### src/rtl/adc_fmt_pkg.sv
package adc_fmt_pkg;

  // Lane arrangement on the output slot bus.
  typedef enum logic {
    VIEW_SINGLE = 1'b0,  // one interleaved stream, time ordered
    VIEW_DUAL   = 1'b1   // I lanes low half, Q lanes high half
  } view_e;

endpackage

### src/rtl/adc_lane_fmt.sv
// Offset binary to two's complement per lane, plus the over-range reduction.
module adc_lane_fmt #(
  parameter int LANES = 4,
  parameter int SW    = 8
) (
  input  logic [LANES*SW-1:0] raw_i,
  input  logic [LANES*SW-1:0] raw_q,
  input  logic [LANES-1:0]    ovr_i,
  input  logic [LANES-1:0]    ovr_q,
  output logic [LANES*SW-1:0] fmt_i,
  output logic [LANES*SW-1:0] fmt_q,
  output logic                ovr_any
);

  localparam int MSB = SW - 1;

  for (genvar k = 0; k < LANES; k++) begin : g_lane
    assign fmt_i[k*SW+MSB]    = ~raw_i[k*SW+MSB];
    assign fmt_i[k*SW +: MSB] =  raw_i[k*SW +: MSB];
    assign fmt_q[k*SW+MSB]    = ~raw_q[k*SW+MSB];
    assign fmt_q[k*SW +: MSB] =  raw_q[k*SW +: MSB];
  end

  assign ovr_any = |{ovr_i, ovr_q};

endmodule

### src/rtl/adc_lane_order.sv
// Builds both slot arrangements and selects one.
module adc_lane_order
  import adc_fmt_pkg::*;
#(
  parameter int LANES = 4,
  parameter int SW    = 8
) (
  input  view_e                 view,
  input  logic [LANES*SW-1:0]   lane_i,
  input  logic [LANES*SW-1:0]   lane_q,
  output logic [2*LANES*SW-1:0] slots
);

  localparam int OW = 2 * LANES * SW;

  logic [OW-1:0] dual_v;
  logic [OW-1:0] single_v;

  for (genvar k = 0; k < LANES; k++) begin : g_slot
    assign dual_v[k*SW +: SW]           = lane_i[k*SW +: SW];
    assign dual_v[(LANES+k)*SW +: SW]   = lane_q[k*SW +: SW];
    assign single_v[(2*k)*SW +: SW]     = lane_i[k*SW +: SW];
    assign single_v[(2*k+1)*SW +: SW]   = lane_q[k*SW +: SW];
  end

  assign slots = (view == VIEW_DUAL) ? dual_v : single_v;

endmodule

### src/rtl/adc_rate_gen.sv
// Sample-period counter: tick when count is zero, restart on period change.
module adc_rate_gen #(
  parameter int PW = 8
) (
  input  logic          clk,
  input  logic          rst_n,
  input  logic [PW-1:0] period,
  output logic          tick
);

  localparam logic [PW-1:0] ONE = PW'(1);

  logic [PW-1:0] cnt_q, cnt_d;
  logic [PW-1:0] per_q, per_d;
  logic          cnt_en;
  logic          per_chg;
  logic          wrap;

  assign cnt_en  = 1'b1;
  assign per_chg = (period != per_q);
  assign wrap    = (period <= ONE) || (cnt_q >= period - ONE);
  assign tick    = (cnt_q == '0);

  always_comb begin
    cnt_d = cnt_q + ONE;
    if (per_chg || wrap) begin
      cnt_d = '0;
    end
    per_d = period;
  end

  always_ff @(posedge clk or negedge rst_n) begin
    if (!rst_n) begin
      cnt_q <= '0;
      per_q <= '0;
    end else if (cnt_en) begin
      cnt_q <= cnt_d;
      per_q <= per_d;
    end
  end

endmodule

### src/rtl/adc_capture_fmt.sv
// Two-stage formatter: stage 1 captures converted lanes, stage 2 orders them.
module adc_capture_fmt
  import adc_fmt_pkg::*;
#(
  parameter int LANES = 4,
  parameter int SW    = 8,
  parameter int PW    = 8
) (
  input  logic                  clk,
  input  logic                  rst_n,
  input  logic                  dual_mode,
  input  logic [PW-1:0]         period,
  input  logic [LANES*SW-1:0]   raw_i,
  input  logic [LANES*SW-1:0]   raw_q,
  input  logic [LANES-1:0]      ovr_i,
  input  logic [LANES-1:0]      ovr_q,
  input  logic [LANES-1:0]      sync_in,
  output logic [2*LANES*SW-1:0] smp_out,
  output logic                  oor_out,
  output logic [LANES-1:0]      sync_out,
  output logic                  dv_out
);

  localparam int LW = LANES * SW;
  localparam int OW = 2 * LW;

  logic          pipe_en;
  logic [LW-1:0] fmt_i, fmt_q;
  logic          ovr_any;
  logic          rate_tick;
  logic [OW-1:0] ord_slots;

  // stage 1
  logic [LW-1:0]    s1_i_q, s1_i_d;
  logic [LW-1:0]    s1_q_q, s1_q_d;
  logic             s1_ovr_q, s1_ovr_d;
  logic [LANES-1:0] s1_sync_q, s1_sync_d;
  logic             s1_tick_q, s1_tick_d;
  view_e            s1_view_q, s1_view_d;

  // stage 2
  logic [OW-1:0]    s2_smp_d;
  logic             s2_ovr_d;
  logic [LANES-1:0] s2_sync_d;
  logic             s2_dv_d;

  assign pipe_en = 1'b1;

  adc_lane_fmt #(.LANES(LANES), .SW(SW)) u_fmt (
    .raw_i   (raw_i),
    .raw_q   (raw_q),
    .ovr_i   (ovr_i),
    .ovr_q   (ovr_q),
    .fmt_i   (fmt_i),
    .fmt_q   (fmt_q),
    .ovr_any (ovr_any)
  );

  adc_rate_gen #(.PW(PW)) u_rate (
    .clk    (clk),
    .rst_n  (rst_n),
    .period (period),
    .tick   (rate_tick)
  );

  always_comb begin
    s1_i_d    = fmt_i;
    s1_q_d    = fmt_q;
    s1_ovr_d  = ovr_any;
    s1_sync_d = sync_in;
    s1_tick_d = rate_tick;
    s1_view_d = dual_mode ? VIEW_DUAL : VIEW_SINGLE;
  end

  always_ff @(posedge clk or negedge rst_n) begin
    if (!rst_n) begin
      s1_i_q    <= '0;
      s1_q_q    <= '0;
      s1_ovr_q  <= 1'b0;
      s1_sync_q <= '0;
      s1_tick_q <= 1'b0;
      s1_view_q <= VIEW_SINGLE;
    end else if (pipe_en) begin
      s1_i_q    <= s1_i_d;
      s1_q_q    <= s1_q_d;
      s1_ovr_q  <= s1_ovr_d;
      s1_sync_q <= s1_sync_d;
      s1_tick_q <= s1_tick_d;
      s1_view_q <= s1_view_d;
    end
  end

  adc_lane_order #(.LANES(LANES), .SW(SW)) u_ord (
    .view   (s1_view_q),
    .lane_i (s1_i_q),
    .lane_q (s1_q_q),
    .slots  (ord_slots)
  );

  always_comb begin
    s2_smp_d  = ord_slots;
    s2_ovr_d  = s1_ovr_q;
    s2_sync_d = s1_sync_q;
    s2_dv_d   = s1_tick_q;
  end

  always_ff @(posedge clk or negedge rst_n) begin
    if (!rst_n) begin
      smp_out  <= '0;
      oor_out  <= 1'b0;
      sync_out <= '0;
      dv_out   <= 1'b0;
    end else if (pipe_en) begin
      smp_out  <= s2_smp_d;
      oor_out  <= s2_ovr_d;
      sync_out <= s2_sync_d;
      dv_out   <= s2_dv_d;
    end
  end

endmodule

### config.mk
export PLATFORM = sky130hd
export DESIGN_NAME = adc_capture_fmt
export DESIGN_NICKNAME = d
export VERILOG_FILES = /design/src/rtl/adc_fmt_pkg.sv /design/src/rtl/adc_lane_fmt.sv /design/src/rtl/adc_lane_order.sv /design/src/rtl/adc_rate_gen.sv /design/src/rtl/adc_capture_fmt.sv
export SDC_FILE = /design/constraint.sdc
export NUM_CORES = 1
export LEC_CHECK = 0
export CAP_MARGIN = 30
export CORE_UTILIZATION = 48
export CTS_BUF_LIST = sky130_fd_sc_hd__clkbuf_16
export DETAILED_ROUTE_END_ITERATION = 10
export PLACE_DENSITY = 0.81
export RECOVER_POWER = 25
export SLEW_MARGIN = 20
export SYNTH_ARGS = -nofsm -noshare
export SYNTH_HDL_FRONTEND = slang
export SYNTH_HIERARCHICAL = 1
export SYNTH_SLANG_ARGS = --single-unit
### constraint.sdc
create_clock -name clk -period 2.3 [get_ports clk]
set_clock_uncertainty 0.1 [all_clocks]
set_input_delay 0.345 -clock clk [delete_from_list [all_inputs] [get_ports clk]]
set_output_delay 0.345 -clock clk [all_outputs]
set_load 0.1 [all_outputs]
======== Word level (Yosys, flattened, before mapping) ========
Cells that the tools add are included.
word-level totals
  flip-flop bits (word level) ............. 157
  output and inout bits ................... 70
  input bits .............................. 87
cells by class
  eq/ne operators ......................... 1
  add/subtract/negate cells ............... 2
  reduce and logical (&&, ||, !) cells .... 4
  muxes and demuxes ....................... 3
  order comparisons ....................... 2
  bitwise operators ....................... 8
operators with widths
  operator                                                        count
  2-to-1 mux 56 bit                                               1
  adder 8 x 1 -> 8 bit, second input constant                     1
  >= comparator 8 bit                                             1
  less-or-equal comparator 8 x 1 -> 1 bit, second input constant  1
  zero test 8 bit                                                 1
  2-to-1 mux 8 bit                                                1
  inequality test 8 bit                                           1
  NOT 1 bit                                                       8
  OR reduction 8 bit                                              1
  subtractor 8 x 1 -> 8 bit, second input constant                1
  logical OR 1 bit                                                2
  2-to-1 mux 1 bit                                                1

======== Depth between registers and ports, before layout ========
  depth in word-level cells ............... 5
  depth in mapped cells ................... 9

======== By module ========
The synthesis kept the hierarchy.
modules (own cells, without submodules)
  module           instances  cells an instance  seq. area each (um^2)  area an instance (um^2)
  adc_capture_fmt  1          141                3528.4                 3528.4
  adc_rate_gen     1          94                 400.4                  992.2
  adc_lane_order   1          69                 0.0                    779.5
  adc_lane_fmt     1          67                 0.0                    466.7

======== Worst setup path before layout ========
Ideal clock, no wire load.
  kind .................................... input -> register
  from .................................... in period[0]
  to ...................................... reg u_rate.cnt_q[2]
  setup time .............................. 155 ps
  arrival time ............................ 1990 ps
  slack ................................... 55 ps
  stages .................................. 7
  cell sequence ........................... nor3_1 -> nor3b_1 -> xnor2_1 -> ha_1 -> nand4_1 -> o31ai_1 -> nor4_1
between the ends
  word-level cells in the longest chain between the ends .. 5
  elaborated cells between the ends (all ways) .. 7
ends and longest elaborated chain
  what                       line                   RTL
  start: declaration         adc_capture_fmt.sv:12  input logic [PW-1:0] period,
  subtractor 8 x 1 -> 8 bit  adc_rate_gen.sv:21     assign wrap = (period <= ONE) || (cnt_q >= period - ONE);
  >= comparator 8 bit        adc_rate_gen.sv:21
  logical OR 1 bit           adc_rate_gen.sv:21
  logical OR 1 bit *         adc_rate_gen.sv:26     if (per_chg || wrap) begin
  2-to-1 mux 8 bit *         adc_rate_gen.sv:26
  via u_rate.cnt_d[2]        adc_rate_gen.sv:13     logic [PW-1:0] cnt_q, cnt_d;
  end signal: assignment     adc_rate_gen.sv:37     cnt_q <= cnt_d;
  end: declaration           adc_rate_gen.sv:13
The timed path passes the listed nets; every way through them passes the cells marked *.

======== Worst setup path in the final report ========
  from .................................... in period[0]
  to ...................................... reg u_rate.cnt_q[7]
The elaborated chain is that of the path after synthesis.

==> summary.txt <==
Status
  • Run status: finished with violations
  • Violated checks: design-rule violations

Worst setup path
  • Most frequent CP cell: ha_1
  • CP Max Fanout: 8
  • Endpoint type of the worst setup path: flip-flop
  • Slowest cell on crit path: a211o_1
  • CP max stage delay: 0.32 ns
  • WP data arrival: 2.39 ns
  • Setup CP Type: input pin to flip-flop
  • CP Cell Sequence: clkbuf_2, inv_1, ha_1, xnor2_1, ha_1, a211o_1, a31oi_2, o31ai_4, buf_12, nor4_4
  • Critical Path RT: about 2.5 ns
  • Setup crit start kind: input pin

STA
  • Final setup fails: 0
  • Worst Tran Pin Value: 1.27 ns
  • Slew Limit Fails: 0
  • Min Clock Period, post-route: between 2 and 2.5 ns
  • Peak Freq: 0.459 GHz
  • Slew headroom: 0.143
  • Tcrit/Tclk final: 0.946
  • WHS: 0.164 ns
  • Final hold vios: 0
  • RSZ-0062 raised after global routing: false

GRT
  • Largest net degree at the start of global routing: 65
  • Initial antenna violation count: 0
  • GRT overflow: 0
  • Vias in the first global route: 3356
  • First-pass GRT wire length: 16900 um
  • Gr usage total: 0.182

Finish
  • Inserted Diodes: 0
  • Synthesis-to-layout area growth: 32.6%
  • Layout cells sized above 1: 0.370
  • Nets@finish: 592
  • Final core utilization: 0.661
  • Fillcell total: around 810
  • Layout Cells excl Fill: 649

Yosys
  • Most instantiated cells after synthesis: dfrtp_1, buf_4, mux2_2, mux2_4, inv_1
  • Count leader, synth: dfrtp_1
  • Number of flops mapped to enable cells by yosys: 0
  • Main synth FF type: dfrtp_1
  • Post-Syn Area: 5770 um^2
  • Area leader, netlist: dfrtp_1
  • Post-synthesis register bit count: 157
  • Cells after Synth: 371
  • Sequential share of the synthesized area: 0.681
  • Post-synthesis async set-or-reset flop share: 1.00
  • Yosys Warn Count: 6
  • Avg Synthesized Cell Area: 15.5 um^2
  • Synth top area share: 0.681
  • Post-Syn Nets: between 400 and 500
  • Synth area leaders: dfrtp_1, buf_4, mux2_2
  • Synth cell types: 27

Die
  • Die ar.: 12500 um^2
  • Row count: 39
  • CORE AREA: 11600 um^2
  • Die width: 112 um
  • IO Pins: about 160
  • Die Ht: 112 um
  • Initial Util: 0.499

Route
  • Uppermost layer routed: met4
  • Antenna-violating nets left: 0
  • Drt first pass iters: 8
  • DRT met1 WL: 4080 um
  • Met2 Wirelength: approximately 5600 um
  • WL per Instance: 16.5 um
  • Drt total wl: 10700 um
  • Via Count: slightly above 3000
  • Iter 0 DRT Violations: 155
  • Final routed DRC violation total: 10
  • Met3 wire length: 847 um
  • Vias/cell: between 4 and 5

Placed design
  • Inst Count DP: 611
  • Hpwl dp: 6840 um
  • GPL Wtd Cong: a little over 0.8
  • Port bufs: 156

Power
  • Leak: 0.00351 uW
  • Power Total: 6760 uW
  • Worst vdd ir: 0.518 mV
  • Power Density: around 880 nW/um^2

Hold path
  • Hold Crit Class: input pin to flip-flop

CTS
  • CTS tree: yes
  • Clock tree root buffer cell: clkbuf_16
  • Clock sinks: approximately 160
  • H-tree lvl count: 4
  • CTS buffer count: 17
  • Worst-skew pair later-pin latency: 0.41 ns
  • Maximum buffer depth of the clock tree: 2
  • Clock transition at the registers of the reported paths: 0.06 ns

Flow run
  • Max Cap Viol: 0
-- logic make-up (layout without fill, tap and decap cells) --
| logic type | count (synthesis) | in the layout | synth area share |
|---|---|---|---|
| flops | 157 | 157 | 0.681 |
| buf+inv | 90 | 225 | 0.110 |
| mux | 48 | 48 | 0.107 |
| simple gates | 39 | 39 | 0.0397 |
| xor+xnor | 20 | 20 | 0.0304 |
| fa+ha+maj | 12 | 12 | 0.0260 |
| compound gates | 5 | 5 | 0.00608 |
-- cell usage in the layout, fill, tap and decap left out, types with 6 or more instances in the layout --
cell type          n
nor4_2             6
clkbuf_16         17
dfrtp_1          156
xnor2_1           10
xor2_1            10
mux2_4            20
inv_1             15
dlygate4sd3_1     69
ha_1              12
clkdlybuf4s50_1   11
mux2_2            28
buf_4             83
-- routing by layer --
| layer | up-vias | GRT usage |
|---|---|---|
| met5 | - | 0 |
| li1 | 1404 | - |
| met1 | 1515 | 0.204 |
| met3 | 18 | 0.0789 |
| met2 | 121 | 0.305 |
| met4 | 0 | 0.0730 |
-- final timing paths --
kind | from | endpoint | slack [ns] | depth (start not counted)
min reg2reg | s1_sync_q[3]$_DFF_PN0_ | sync_out[3]$_DFF_PN0_ | 0.25 | 0
max | period[0] | u_rate/cnt_q[7]$_DFF_PN0_ | 0.12 | 10
min in group asynchronous | rst_n | smp_out[62]$_DFF_PN0_ | 0.32 | 2
min | period[1] | u_rate/per_q[1]$_DFF_PN0_ | 0.16 | 2
max in group asynchronous | rst_n | s1_view_q$_DFF_PN0_ | 1.14 | 3
max reg2reg | u_rate/cnt_q[2]$_DFF_PN0_ | u_rate/cnt_q[7]$_DFF_PN0_ | 0.20 | 6
-- cell type report --
type                            count  area, um^2  share of cell area
Multi-Input combinational cell    124        1330               0.174
Inverter                           13        48.8             0.00638
Timing Repair Buffer              180        1600               0.210
Tap cell                          143         179              0.0234
Sequential cell                   157        3930               0.514
Clock buffer                       17         425              0.0556
Clock inverter                     15         131              0.0172
-- critical path: cells and delay by family --
kind | cells | cell delay [ns]
AND/OR/NAND/NOR | 1 | 0.28
AO/OA/AOI/OAI | 3 | 0.64
buffers and inverters | 3 | 0.42
XOR/XNOR | 1 | 0.15
adder cells (fa/ha/maj) | 2 | 0.56
-- power by group --
part           switching (uW)  leakage (uW)  internal, uW
Combinational             834       0.00140           339
Clock                    1040      0.000276          1570
Sequential               58.9       0.00184          2910
Total                    1940       0.00351          4820
-- state kept, by name, summed over array words and instances (netlist names) --
| name | cells |
|---|---|
| s1_q_q | 32 |
| u_rate/cnt_q | 8 |
| s1_i_q | 32 |
| smp_out | 64 |
| oor_out | 1 |
| s1_view_q | 1 |
| dv_out | 1 |
| s1_ovr_q | 1 |
| sync_out | 4 |
| s1_tick_q | 1 |
| u_rate/per_q | 8 |
| s1_sync_q | 4 |
-- repair_timing --
| item | CTS | global route |
|---|---|---|
| setup endpoints to repair | 8 | 8 |
| hold endpoints to repair | 35 | 0 |
| buffers inserted | 0 | 5 |
| gates cloned | 0 | 0 |
| gates resized for setup | 11 | 22 |
| hold buffers | 1 | 0 |
| pin swaps | 6 | 11 |
-- through the flow --
| step | TNS, ns | area [um^2] | setup WS [ns] |
|---|---|---|---|
| after floorplan | 0 | 5770 | 0.0546 |
| after global placement | -5.19 | 6910 | -0.655 |
| after detailed placement | -5.88 | 6910 | -0.763 |
| after CTS | 0 | 7530 | 0.0364 |
| after global routing | 0 | 7650 | 0.0729 |
| final | 0 | 7650 | 0.123 |
No activity file was read; power rests on OpenSTA's default activity.
